--- src/rtl/pcm_fifo_pkg.sv ---
package pcm_fifo_pkg;
  localparam logic [2:0] A_CTRL   = 3'd0;
  localparam logic [2:0] A_DATA   = 3'd1;
  localparam logic [2:0] A_LEVELS = 3'd2;
  localparam logic [2:0] A_INTEN  = 3'd3;
  localparam logic [2:0] A_INTST  = 3'd4;

  localparam int B_EN      = 0;
  localparam int B_RXRUN   = 1;
  localparam int B_TXRUN   = 2;
  localparam int B_TXCLR   = 3;
  localparam int B_RXCLR   = 4;
  localparam int B_DMA     = 9;
  localparam int B_TXEMPTY = 10;
  localparam int B_RXDATA  = 11;
  localparam int B_RXFULL  = 12;
  localparam int B_TXROOM  = 13;
  localparam int B_RXNEED  = 14;
  localparam int B_TXERR   = 15;
  localparam int B_RXERR   = 16;
  localparam int B_SYNC    = 24;
  localparam int B_WAKE    = 25;

  localparam int I_TXROOM = 0;
  localparam int I_RXNEED = 1;
  localparam int I_TXERR  = 2;
  localparam int I_RXERR  = 3;

  typedef struct packed {
    logic [7:0] tx_panic;
    logic [7:0] rx_panic;
    logic [7:0] tx_req;
    logic [7:0] rx_req;
  } levels_t;
endpackage

--- src/rtl/pcm_tick_delay.sv ---
module pcm_tick_delay #(
  parameter int TICKS = 2
) (
  input  logic clk,
  input  logic rst,
  input  logic start,
  input  logic abort,
  input  logic tick,
  output logic busy,
  output logic done
);
  localparam int CW = $clog2(TICKS + 1);
  logic [CW-1:0] cnt;

  always_ff @(posedge clk) begin
    if (rst || abort) begin
      busy <= 1'b0;
      cnt  <= '0;
    end else if (start) begin
      busy <= 1'b1;
      cnt  <= CW'(TICKS);
    end else if (busy && tick) begin
      if (cnt == CW'(1)) busy <= 1'b0;
      cnt <= cnt - CW'(1);
    end
  end

  assign done = busy && tick && (cnt == CW'(1)) && !start && !abort;
endmodule

--- src/rtl/pcm_sample_fifo.sv ---
module pcm_sample_fifo #(
  parameter int WIDTH = 32,
  parameter int DEPTH = 64,
  localparam int AW = $clog2(DEPTH),
  localparam int LW = $clog2(DEPTH + 1)
) (
  input  logic             clk,
  input  logic             rst,
  input  logic             clr,
  input  logic             push,
  input  logic [WIDTH-1:0] din,
  input  logic             pop,
  output logic [WIDTH-1:0] q,
  output logic [LW-1:0]    level,
  output logic             full,
  output logic             empty
);
  logic [WIDTH-1:0] mem [DEPTH];
  logic [AW-1:0] wr_ptr, rd_ptr;
  logic push_ok, pop_ok;

  assign full    = (level == LW'(DEPTH));
  assign empty   = (level == '0);
  assign push_ok = push && !full && !clr;
  assign pop_ok  = pop && !empty && !clr;

  always_ff @(posedge clk) begin
    if (push_ok) mem[wr_ptr] <= din;
  end

  always_ff @(posedge clk) begin
    if (pop_ok) q <= mem[rd_ptr];
  end

  always_ff @(posedge clk) begin
    if (rst || clr) begin
      wr_ptr <= '0;
      rd_ptr <= '0;
      level  <= '0;
    end else begin
      if (push_ok) wr_ptr <= (wr_ptr == AW'(DEPTH - 1)) ? '0 : wr_ptr + AW'(1);
      if (pop_ok)  rd_ptr <= (rd_ptr == AW'(DEPTH - 1)) ? '0 : rd_ptr + AW'(1);
      level <= level + LW'(push_ok) - LW'(pop_ok);
    end
  end
endmodule

--- src/rtl/pcm_level_cmp.sv ---
module pcm_level_cmp #(
  parameter bit IS_TX = 1'b1,
  parameter int LW    = 7
) (
  input  logic          clk,
  input  logic          rst,
  input  logic          gate,
  input  logic [LW-1:0] level,
  input  logic [7:0]    req_lvl,
  input  logic [7:0]    panic_lvl,
  output logic          dreq,
  output logic          panic
);
  localparam int CMP_W = (LW > 8) ? LW + 1 : 9;
  logic [CMP_W-1:0] lv, rq, pn;
  logic dreq_c, panic_c;

  assign lv = CMP_W'(level);
  assign rq = CMP_W'(req_lvl);
  assign pn = CMP_W'(panic_lvl);

  generate
    if (IS_TX) begin : g_drain
      assign dreq_c  = (lv <= rq);
      assign panic_c = (lv <= pn);
    end else begin : g_fill
      assign dreq_c  = (lv > rq);
      assign panic_c = (lv > pn);
    end
  endgenerate

  always_ff @(posedge clk) begin
    if (rst) begin
      dreq  <= 1'b0;
      panic <= 1'b0;
    end else begin
      dreq  <= gate && dreq_c;
      panic <= gate && panic_c;
    end
  end
endmodule

--- src/rtl/pcm_fifo_dma.sv ---
module pcm_fifo_dma
  import pcm_fifo_pkg::*;
#(
  parameter int          DATA_W     = 32,
  parameter int          DEPTH      = 64,
  parameter int          CLR_TICKS  = 2,
  parameter int          SYNC_TICKS = 2,
  parameter int          WAKE_TICKS = 4,
  parameter logic [31:0] LEVELS_RST = 32'h1030_3020
) (
  input  logic              clk,
  input  logic              rst,
  input  logic              bus_wr,
  input  logic              bus_rd,
  input  logic [2:0]        bus_addr,
  input  logic [31:0]       bus_wdata,
  output logic [31:0]       bus_rdata,
  input  logic              bclk_tick,
  input  logic              tx_pop,
  output logic [DATA_W-1:0] tx_word,
  input  logic              rx_push,
  input  logic [DATA_W-1:0] rx_word,
  output logic              tx_dreq,
  output logic              tx_panic,
  output logic              rx_dreq,
  output logic              rx_panic,
  output logic              irq
);
  localparam int LW   = $clog2(DEPTH + 1);
  localparam int HALF = DEPTH / 2;

  logic en, rx_run, tx_run, dma_en;
  logic tx_err, rx_err, sync_wr, sync_rd, awake;
  logic [3:0] int_en;
  levels_t lv;

  logic wr_ctrl, wr_data, wr_lvls, wr_inten, wr_intst, rd_data;
  assign wr_ctrl  = bus_wr && bus_addr == A_CTRL;
  assign wr_data  = bus_wr && bus_addr == A_DATA;
  assign wr_lvls  = bus_wr && bus_addr == A_LEVELS;
  assign wr_inten = bus_wr && bus_addr == A_INTEN;
  assign wr_intst = bus_wr && bus_addr == A_INTST;
  assign rd_data  = bus_rd && bus_addr == A_DATA;

  // timed operations
  logic tx_clr_busy, tx_clr_done, rx_clr_busy, rx_clr_done;
  logic sync_busy, sync_done, wake_busy, wake_done, wake_start, wake_abort;

  pcm_tick_delay #(.TICKS(CLR_TICKS)) u_txclr (
    .clk(clk), .rst(rst), .start(wr_ctrl && bus_wdata[B_TXCLR]), .abort(1'b0),
    .tick(bclk_tick), .busy(tx_clr_busy), .done(tx_clr_done));
  pcm_tick_delay #(.TICKS(CLR_TICKS)) u_rxclr (
    .clk(clk), .rst(rst), .start(wr_ctrl && bus_wdata[B_RXCLR]), .abort(1'b0),
    .tick(bclk_tick), .busy(rx_clr_busy), .done(rx_clr_done));
  pcm_tick_delay #(.TICKS(SYNC_TICKS)) u_sync (
    .clk(clk), .rst(rst), .start(wr_ctrl), .abort(1'b0),
    .tick(bclk_tick), .busy(sync_busy), .done(sync_done));

  assign wake_start = wr_ctrl && bus_wdata[B_WAKE] && !awake && !wake_busy;
  assign wake_abort = wr_ctrl && !bus_wdata[B_WAKE];

  pcm_tick_delay #(.TICKS(WAKE_TICKS)) u_wake (
    .clk(clk), .rst(rst), .start(wake_start), .abort(wake_abort),
    .tick(bclk_tick), .busy(wake_busy), .done(wake_done));

  // sample queues
  logic [LW-1:0] tx_lvl, rx_lvl;
  logic tx_full, tx_empty, rx_full, rx_empty;
  logic tx_take, rx_take;
  logic [DATA_W-1:0] rx_q;

  assign tx_take = tx_pop  && en && tx_run && awake;
  assign rx_take = rx_push && en && rx_run && awake;

  pcm_sample_fifo #(.WIDTH(DATA_W), .DEPTH(DEPTH)) u_txq (
    .clk(clk), .rst(rst), .clr(tx_clr_done), .push(wr_data),
    .din(DATA_W'(bus_wdata)), .pop(tx_take), .q(tx_word),
    .level(tx_lvl), .full(tx_full), .empty(tx_empty));

  pcm_sample_fifo #(.WIDTH(DATA_W), .DEPTH(DEPTH)) u_rxq (
    .clk(clk), .rst(rst), .clr(rx_clr_done), .push(rx_take),
    .din(rx_word), .pop(rd_data), .q(rx_q),
    .level(rx_lvl), .full(rx_full), .empty(rx_empty));

  // control and sticky state
  always_ff @(posedge clk) begin
    if (rst) begin
      en <= 1'b0; rx_run <= 1'b0; tx_run <= 1'b0; dma_en <= 1'b0;
      lv <= LEVELS_RST;
      int_en <= '0;
      tx_err <= 1'b0; rx_err <= 1'b0;
      sync_wr <= 1'b0; sync_rd <= 1'b0;
      awake <= 1'b0;
    end else begin
      if (wr_ctrl) begin
        en      <= bus_wdata[B_EN];
        rx_run  <= bus_wdata[B_RXRUN];
        tx_run  <= bus_wdata[B_TXRUN];
        dma_en  <= bus_wdata[B_DMA];
        sync_wr <= bus_wdata[B_SYNC];
      end
      if (wr_lvls)  lv <= bus_wdata;
      if (wr_inten) int_en <= bus_wdata[3:0];
      if (sync_done) sync_rd <= sync_wr;
      if (wake_abort)     awake <= 1'b0;
      else if (wake_done) awake <= 1'b1;

      if (wr_data && tx_full && !tx_clr_done) tx_err <= 1'b1;
      else if ((wr_ctrl && bus_wdata[B_TXERR]) || (wr_intst && bus_wdata[I_TXERR]))
        tx_err <= 1'b0;

      if (rx_take && rx_full && !rx_clr_done) rx_err <= 1'b1;
      else if ((wr_ctrl && bus_wdata[B_RXERR]) || (wr_intst && bus_wdata[I_RXERR]))
        rx_err <= 1'b0;
    end
  end

  // status views
  logic tx_room, rx_need;
  logic [3:0] int_src;
  logic [31:0] ctrl_view;

  assign tx_room = (tx_lvl < LW'(HALF));
  assign rx_need = (rx_lvl >= LW'(HALF));
  assign int_src = {rx_err, tx_err, rx_need, tx_room};

  always_comb begin
    ctrl_view = '0;
    ctrl_view[B_EN]      = en;
    ctrl_view[B_RXRUN]   = rx_run;
    ctrl_view[B_TXRUN]   = tx_run;
    ctrl_view[B_TXCLR]   = tx_clr_busy;
    ctrl_view[B_RXCLR]   = rx_clr_busy;
    ctrl_view[B_DMA]     = dma_en;
    ctrl_view[B_TXEMPTY] = tx_empty;
    ctrl_view[B_RXDATA]  = !rx_empty;
    ctrl_view[B_RXFULL]  = rx_full;
    ctrl_view[B_TXROOM]  = tx_room;
    ctrl_view[B_RXNEED]  = rx_need;
    ctrl_view[B_TXERR]   = tx_err;
    ctrl_view[B_RXERR]   = rx_err;
    ctrl_view[B_SYNC]    = sync_rd;
    ctrl_view[B_WAKE]    = awake;
  end

  // read path and interrupt
  logic [31:0] rd_q;
  logic rd_fifo_q;

  always_ff @(posedge clk) begin
    if (rst) begin
      rd_q      <= '0;
      rd_fifo_q <= 1'b0;
      irq       <= 1'b0;
    end else begin
      rd_fifo_q <= rd_data;
      irq       <= |(int_en & int_src);
      if (bus_rd) begin
        case (bus_addr)
          A_CTRL:   rd_q <= ctrl_view;
          A_LEVELS: rd_q <= lv;
          A_INTEN:  rd_q <= {28'd0, int_en};
          A_INTST:  rd_q <= {28'd0, int_src};
          default:  rd_q <= '0;
        endcase
      end
    end
  end

  assign bus_rdata = rd_fifo_q ? 32'(rx_q) : rd_q;

  // DMA request generation
  pcm_level_cmp #(.IS_TX(1'b1), .LW(LW)) u_txcmp (
    .clk(clk), .rst(rst), .gate(en && dma_en), .level(tx_lvl),
    .req_lvl(lv.tx_req), .panic_lvl(lv.tx_panic), .dreq(tx_dreq), .panic(tx_panic));
  pcm_level_cmp #(.IS_TX(1'b0), .LW(LW)) u_rxcmp (
    .clk(clk), .rst(rst), .gate(en && dma_en), .level(rx_lvl),
    .req_lvl(lv.rx_req), .panic_lvl(lv.rx_panic), .dreq(rx_dreq), .panic(rx_panic));
endmodule

--- config.mk ---
export PLATFORM = sky130hd
export DESIGN_NAME = pcm_fifo_dma
export DESIGN_NICKNAME = d
export VERILOG_FILES = /design/src/rtl/pcm_fifo_pkg.sv /design/src/rtl/pcm_tick_delay.sv /design/src/rtl/pcm_sample_fifo.sv /design/src/rtl/pcm_level_cmp.sv /design/src/rtl/pcm_fifo_dma.sv
export SDC_FILE = /design/constraint.sdc
export NUM_CORES = 2
export LEC_CHECK = 0
export BUFFER_PORTS_ARGS = -buffer_cell sky130_fd_sc_hd__buf_2
export CORE_UTILIZATION = 45
export DETAILED_ROUTE_END_ITERATION = 8
export SLEW_MARGIN = 0
export SYNTH_ARGS = -nofsm -noshare
export SYNTH_HDL_FRONTEND = slang
export SYNTH_SLANG_ARGS = --single-unit
--- constraint.sdc ---
create_clock -name clk -period 5.4 [get_ports clk]
set_clock_uncertainty 0.2 [all_clocks]
set_input_delay 0.81 -clock clk [delete_from_list [all_inputs] [get_ports clk]]
set_output_delay 0.81 -clock clk [all_outputs]
set_load 0.05 [all_outputs]
### Word level (Yosys, flattened, before mapping)

Memory sizes are Yosys's and may differ from the RTL's. A register that Yosys moved wholly into a read port is not among the register bits.
Cells that the tools add are included.

| storage, ports and cells | value |
|---|---|
| output and inout bits | 69 |
| bits of input ports | 74 |
| register bits after elaboration | 134 |
| bits in writable memories | 4096 |
| memories kept | 2 |
| word-level logic and storage cells | 202 |

Memories:

| name | words | bits a word | read ports | clocked after memory_dff | wr ports | RTL line | source |
|---|---|---|---|---|---|---|---|
| u_rxq.mem | 64 | 32 | 1 | 1 | 1 | pcm_sample_fifo.sv:18 | `logic [WIDTH-1:0] mem [DEPTH];` |
| u_txq.mem | 64 | 32 | 1 | 1 | 1 | pcm_sample_fifo.sv:18 |  |

| cells by class | value |
|---|---|
| bitwise logic cells | 1 |
| magnitude comparators | 6 |
| add/sub/neg operators | 12 |
| muxes and demuxes | 34 |
| reductions and logical operators | 94 |
| eq/ne operators | 14 |

Operators with widths:

| cell | count |
|---|---|
| 32-bit case mux with 4 select lines | 1 |
| 1-bit logical AND | 52 |
| 32-bit 2-to-1 mux | 1 |
| 6-bit by 1-bit adder with 6-bit output (second input constant) | 4 |
| 6-bit equality test (second input constant) | 4 |
| 6-bit 2-to-1 mux | 4 |
| 1-bit 2-to-1 mux | 20 |
| 2-bit nonzero test | 10 |
| 7-bit by 8-bit greater-than comparator with 1-bit output | 2 |
| 7-bit by 8-bit <= comparator with 1-bit output | 2 |
| 7-bit by 1-bit adder with 7-bit output | 2 |
| 7-bit equality test (second input constant) | 2 |
| 1-bit logical NOT | 14 |
| 7-bit logical NOT | 2 |
| 7-bit by 1-bit subtractor with 7-bit output | 2 |
| 2-bit 2-to-1 mux | 6 |
| 2-bit OR reduction | 5 |
| 2-bit AND reduction | 4 |
| 7-bit by 6-bit greater-or-equal comparator with 1-bit output (second input constant) | 1 |
| 7-bit by 6-bit < comparator with 1-bit output (second input constant) | 1 |
| 2-bit by 1-bit equality test with 1-bit output (second input constant) | 3 |
| 3-bit by 1-bit equality test with 1-bit output (second input constant) | 2 |
| 3-bit by 2-bit equality test with 1-bit output (second input constant) | 2 |
| 3-bit 2-to-1 mux | 2 |
| 7 further kinds | 13 |

### Longest topological paths before layout

| logic depth | value |
|---|---|
| depth in word-level cells | 9 |
| mapped depth | 17 |
| depth with buffers taken out | 16 |

### Modules after synthesis

A second synthesis with hierarchy kept.

| unflattened totals | value |
|---|---|
| cell total of the unflattened synthesis | 7784 |
| area total of the unflattened synthesis | 165369.9 um2 |

Modules (own cells, without submodules):

| module | instances | area each (um2) | cells each | sequential area each (um2) |
|---|---|---|---|---|
| pcm_sample_fifo (u_txq) | 1 | 80208.2 | 3641 | 62840.3 |
| pcm_sample_fifo (u_rxq) | 1 | 80051.8 | 3564 | 62840.3 |
| pcm_fifo_dma | 1 | 3562.2 | 398 | 1581.5 |
| pcm_tick_delay (u_rxclr ...) | 3 | 163.9 | 16 | 60.1 |
| pcm_level_cmp (u_txcmp) | 1 | 430.4 | 56 | 40.0 |
| pcm_level_cmp (u_rxcmp) | 1 | 421.7 | 54 | 40.0 |
| pcm_tick_delay (u_wake) | 1 | 203.9 | 23 | 80.1 |

### Least setup slack after synthesis

OpenSTA, ideal clock, no wires.

| timing path | value |
|---|---|
| kind | in2reg |
| start point | in bus_addr[1] |
| end point | reg u_rxq.level[6] |
| setup slack | 0.193 ns |
| setup time | 0.087 ns |
| required time | 5.113 ns |
| cell stages on the path | 16 |
| arrival | 4.920 ns |
| path buffers | 2 |
| path through | buf_2 > nor4b_4 > buf_6 > a21oi_4 > nor2_1 > ha_1 > inv_1 > ha_1 > inv_1 > fa_1 > nor2b_1 > o21ba_2 > o21ai_0 > a21oi_1 > o211ai_1 > o31ai_1 |

| between the ends | value |
|---|---|
| elaborated cells on any way between the ends | 14 |
| classes of those cells | add/sub: 2; eq/ne: 1; reduce/logical: 11 |

RTL lines:

| element | RTL line | source |
|---|---|---|
| start, declared | pcm_fifo_dma.sv:15 | `input logic [2:0] bus_addr,` |
| 3-bit logical NOT | pcm_fifo_dma.sv:38 | `assign wr_ctrl = bus_wr && bus_addr == A_CTRL;` |
| 1-bit logical AND | pcm_fifo_dma.sv:38 |  |
| 1-bit logical AND | pcm_fifo_dma.sv:53 | `.clk(clk), .rst(rst), .start(wr_ctrl && bus_wdata[B_RXCLR]), .abort(1'b0),` |
| 1-bit logical NOT | pcm_tick_delay.sv:28 | `assign done = busy && tick && (cnt == CW'(1)) && !start && !abort;` |
| 1-bit logical AND | pcm_tick_delay.sv:28 |  |
| 1-bit logical NOT | pcm_sample_fifo.sv:25 | `assign pop_ok = pop && !empty && !clr;` |
| 1-bit logical AND * | pcm_sample_fifo.sv:25 |  |
| named net u_rxq.pop_ok | pcm_sample_fifo.sv:20 | `logic push_ok, pop_ok;` |
| 7-bit by 1-bit subtractor with 7-bit output * | pcm_sample_fifo.sv:43 | `level <= level + LW'(push_ok) - LW'(pop_ok);` |
| end signal, assigned | pcm_sample_fifo.sv:43 |  |
| end, declared | pcm_sample_fifo.sv:14 | `output logic [LW-1:0] level,` |

The timed path passes the listed nets; every way through them passes the cells marked *.
A chain may end at the register's enable or synchronous reset.

### Worst setup path in the final report

| timing path | value |
|---|---|
| start point | reg u_rxq.level[4] |
| end point | mem u_rxq.mem[54][30], enable pin |

| between the ends | value |
|---|---|
| word-level cells in the longest chain between the ends | 6 |

RTL lines:

| element | RTL line | source |
|---|---|---|
| 7-bit equality test | pcm_sample_fifo.sv:22 | `assign full = (level == LW'(DEPTH));` |
| 1-bit logical NOT | pcm_sample_fifo.sv:24 | `assign push_ok = push && !full && !clr;` |
| 1-bit logical AND (2 in a row) | pcm_sample_fifo.sv:24 |  |
| 1-bit 2-to-1 mux | pcm_sample_fifo.sv:28 | `if (push_ok) mem[wr_ptr] <= din;` |
| 1-bit 2-to-1 mux (implied by the code) | pcm_sample_fifo.sv:28 |  |
| end, declared | pcm_sample_fifo.sv:18 |  |

No other way between the ends.

==> impl_metrics.py <==
metrics = {
    "sta": {
        "tns_ns": 0,
        "worst_slew_margin_rel_pct": 10.40,
        "max_freq_ghz": 0.2418,
        "finalSetupViolCount": 0,
        "rsz0062_at_grt": "no",
        "worst_pin_slew_ns": 1.330,
        "hold_slack_ns": 0.09857,
        "slew_violations": 0,
        "timing.final.crit_share_pct": 76.58,
        "hold_viol_final": 0,
        "min_period_ns": 4.136,
    },
    "finish": {
        "ff_latch_area_sq_um": 127600,
        "fillers": 28270,
        "nets": 8286,
        "design_area_sq_um": 187800,
        "area_growth_syn_to_layout_pct": 13.95,
        "multi_input_area_sq_um": 36030,
        "drive_above_1_share_pct": 27.05,
        "final_util_pct": 51.68,
    },
    "synth": {
        "yosys.area_share.adder_pct": 0.4571,
        "netlist.area_leader.share_pct": 75.80,
        "seq_area_frac_synth_pct": 77.43,
        "yosys_register_bits": 4294,
        "synth-simple-area-share_pct": 1.853,
        "synth_nets": 7772,
        "synth_compound_area_share_pct": 3.001,
        "ys_top_cells_by_area": "edfxtp_1, mux4_2, mux2i_1, dfxtp_1, mux2_2",
        "yosys_warnings": 0,
        "synth_ff_type": "edfxtp_1",
        "ys_async_sr_fraction_pct": 0,
        "muxShareOfSynthArea_pct": 15.78,
        "synth_most_common_cell": "edfxtp_1",
        "synth-edff-count": 4160,
        "synth.distinct_cells": 66,
        "synth_xor_area_share_pct": 0.1329,
        "synth_top_area_cell": "edfxtp_1",
        "netlist_instances": 7639,
        "synth_common_cells": "edfxtp_1, mux4_2, mux2i_1",
        "avgSynthCellArea_sq_um": 21.57,
        "synth_top_family_by_area": "multiplexers",
        "netlist_area_sq_um": 164800,
    },
    "floorplanning": {
        "die_h_um": 607.2,
        "rows": 221,
        "ios": 143,
        "die_x_um": 607.2,
        "dieArea_sq_um": 368600,
        "design.core.area_sq_um": 363300,
        "initial_core_util_pct": 45.35,
    },
    "critical_path": {
        "worstReg2RegEnd": "u_rxq.mem[54][30]$_DFFE_PP_",
        "path_class": "reg2reg",
        "cp_max_fo": 32,
        "cp.required_ns": 5.74,
        "rr_startpoint": "u_rxq.level[4]$_SDFF_PP0_",
        "start_kind": "register",
        "endpoint_kind": "register",
        "rrSetupSlack_ns": 1.26,
        "reg2reg_depth": 9,
        "critPathArrivalTime_ns": 4.47,
    },
    "worst_hold_path": {
        "hp-class": "in2reg",
        "hold_depth": 1,
        "min-delay-start": "bus_wdata[9]",
        "holdPathEnd": "u_txq.mem[61][9]$_DFFE_PP_",
    },
    "route": {
        "dr.pass1.iters": 6,
        "drt_iter0_markers": 9286,
        "drcViolationCount": 0,
        "wl_per_cell_um": 32.58,
        "vias": 80030,
        "ant_nets": 0,
        "wl_mm": 434.8,
        "viasPerCell": 5.997,
    },
    "pwr": {
        "netSwitchingFraction_pct": 20.57,
        "total_power_mw": 68.14,
        "power.sequential.fraction_pct": 53.8,
        "combPwrFrac_pct": 3.1,
        "p_leak_nw": 56.80,
        "clkPwrFrac_pct": 43.1,
        "vdd_drop_max_uv": 313.4,
        "power.switching_mw": 14.01,
        "p_per_area_nw_per_um2": 362.9,
        "internal_power_mw": 54.13,
    },
    "run_status": {
        "status": "complete, no violations",
    },
    "global_routing": {
        "antenna_found_initial": 19,
        "grt_overflow_total": 0,
        "grt_usage_pct": 23.45,
        "grt_pass1_vias": 80710,
        "grt_start_max_net_pins": 85,
        "grt_pass1_wl_mm": 613.3,
    },
    "placed_design": {
        "dp_hpwl_mm": 264.7,
        "io_buffers": 142,
        "place_area_sq_um": 173900,
        "gp_congestion": 0.8392,
    },
    "run": {
        "max-cap-violations": 0,
    },
    "cts": {
        "clock_latency_ns": 0.96,
        "clk_pin_slew_ns": 0.06,
        "cts.sinks": 4294,
        "cts_root_buffer": "clkbuf_16",
        "clock_path_buffers": 4,
        "numCtsBuffers": 429,
        "htree_levels": 5,
        "tritoncts": "built",
    },
}
[state kept, by name, indices dropped and copies added (netlist names), 7 cells and up]
register	count
u_rxq.mem	2048
u_txq.mem	2048
lv	32
rd_q	32
u_rxq.q	32
u_txq.q	32
u_rxq.level	7
u_txq.level	7
[worst max-delay path by stage]
stage	startpoint	to	slack (ns)	cells after the start
2_1_floorplan	bus_addr[1]	u_rxq.level[6]$_SDFF_PP0_	0.19	16
3_3_place_gp	bus_addr[0]	u_rxq.mem[62][14]$_DFFE_PP_	0.77	8
3_5_place_dp	bus_addr[0]	u_rxq.mem[28][22]$_DFFE_PP_	0.69	7
4_1_cts	u_rxq.level[2]$_SDFF_PP0_	u_rxq.mem[28][17]$_DFFE_PP_	1.26	8
5_1_grt	u_rxq.level[2]$_SDFF_PP0_	u_rxq.mem[28][28]$_DFFE_PP_	1.12	8
6_report	u_rxq.level[4]$_SDFF_PP0_	u_rxq.mem[54][30]$_DFFE_PP_	1.26	9
[routing by layer]
layer | track usage (%) | wire length, um | part of all wire, %
met1 | 30.96 | 169900 | 39
met2 | 39.75 | 219000 | 50
met3 | 3.108 | 27780 | 6.4
met4 | 9.045 | 18070 | 4.2
met5 | 0 | 45 | 0.010
[cell type report]
class | count | area share (%)
clock buffers | 552 | 6.101
diodes | 49 | 0.06530
repair buffers | 505 | 2.135
well taps | 4794 | 3.194
inverters | 60 | 0.1199
multi-input cells | 2863 | 19.19
flip-flops and latches | 4294 | 67.97
clock inverters | 229 | 1.229
[stage by stage]
step / std cells / setup WS [ns]
after floorplan: 7639 / 0.1930
after global routing: 13340 / 1.120
after CTS: 13300 / 1.259
after global placement: 12510 / 0.7684
final: 13350 / 1.264
after detailed placement: 12510 / 0.6869
[power by group through the flow]
stage                     Combinational (mW)  Clock, mW  Sequential (mW)
after floorplan                         1.08          0             37.3
after global placement                  2.12          0             37.3
after detailed placement                2.17          0             37.3
after CTS                               2.17       29.8             36.6
after global routing                    2.28       31.0             36.6
final                                   2.14       29.4             36.6
[cells by family after synthesis]
group	Yosys count
and+or+nand+nor	641
adders and majority gates	59
xor gates and xnor gates	25
buffers and inverters	482
DFF	4294
muxes	1428
AOI/OAI and AO/OA	710
[timing repair]
item | CTS | global route
resized for setup | 0 | 0
endpoints found under the hold margin | 16 | 0
hold buffers | 2 | 0
setup buffers | 0 | 0
[worst max-delay path: stages (launching register included)]
cell and delay (ns):
dfxtp_1 0.40, inv_1 0.09, ha_1 0.21, nand4bb_1 0.15
nor2_1 0.15, nor4_2 0.78, nand3_1 0.68, buf_4 0.42
nor2_4 0.10, buf_4 0.48
[cell usage in the layout, fill, tap and decap left out, types with 98 or more instances in the layout]
cell type and n:
nor2_4 131, nand2_1 144, nor2_1 114, a21oi_1 172, dfxtp_1 125, clkbuf_1 106
clkbuf_16 437, mux4_2 924, buf_2 135, edfxtp_1 4160, buf_4 324, mux2_2 119
clkinv_1 98, o22ai_1 120, mux2i_1 385
(Power assumes the default switching activity.)
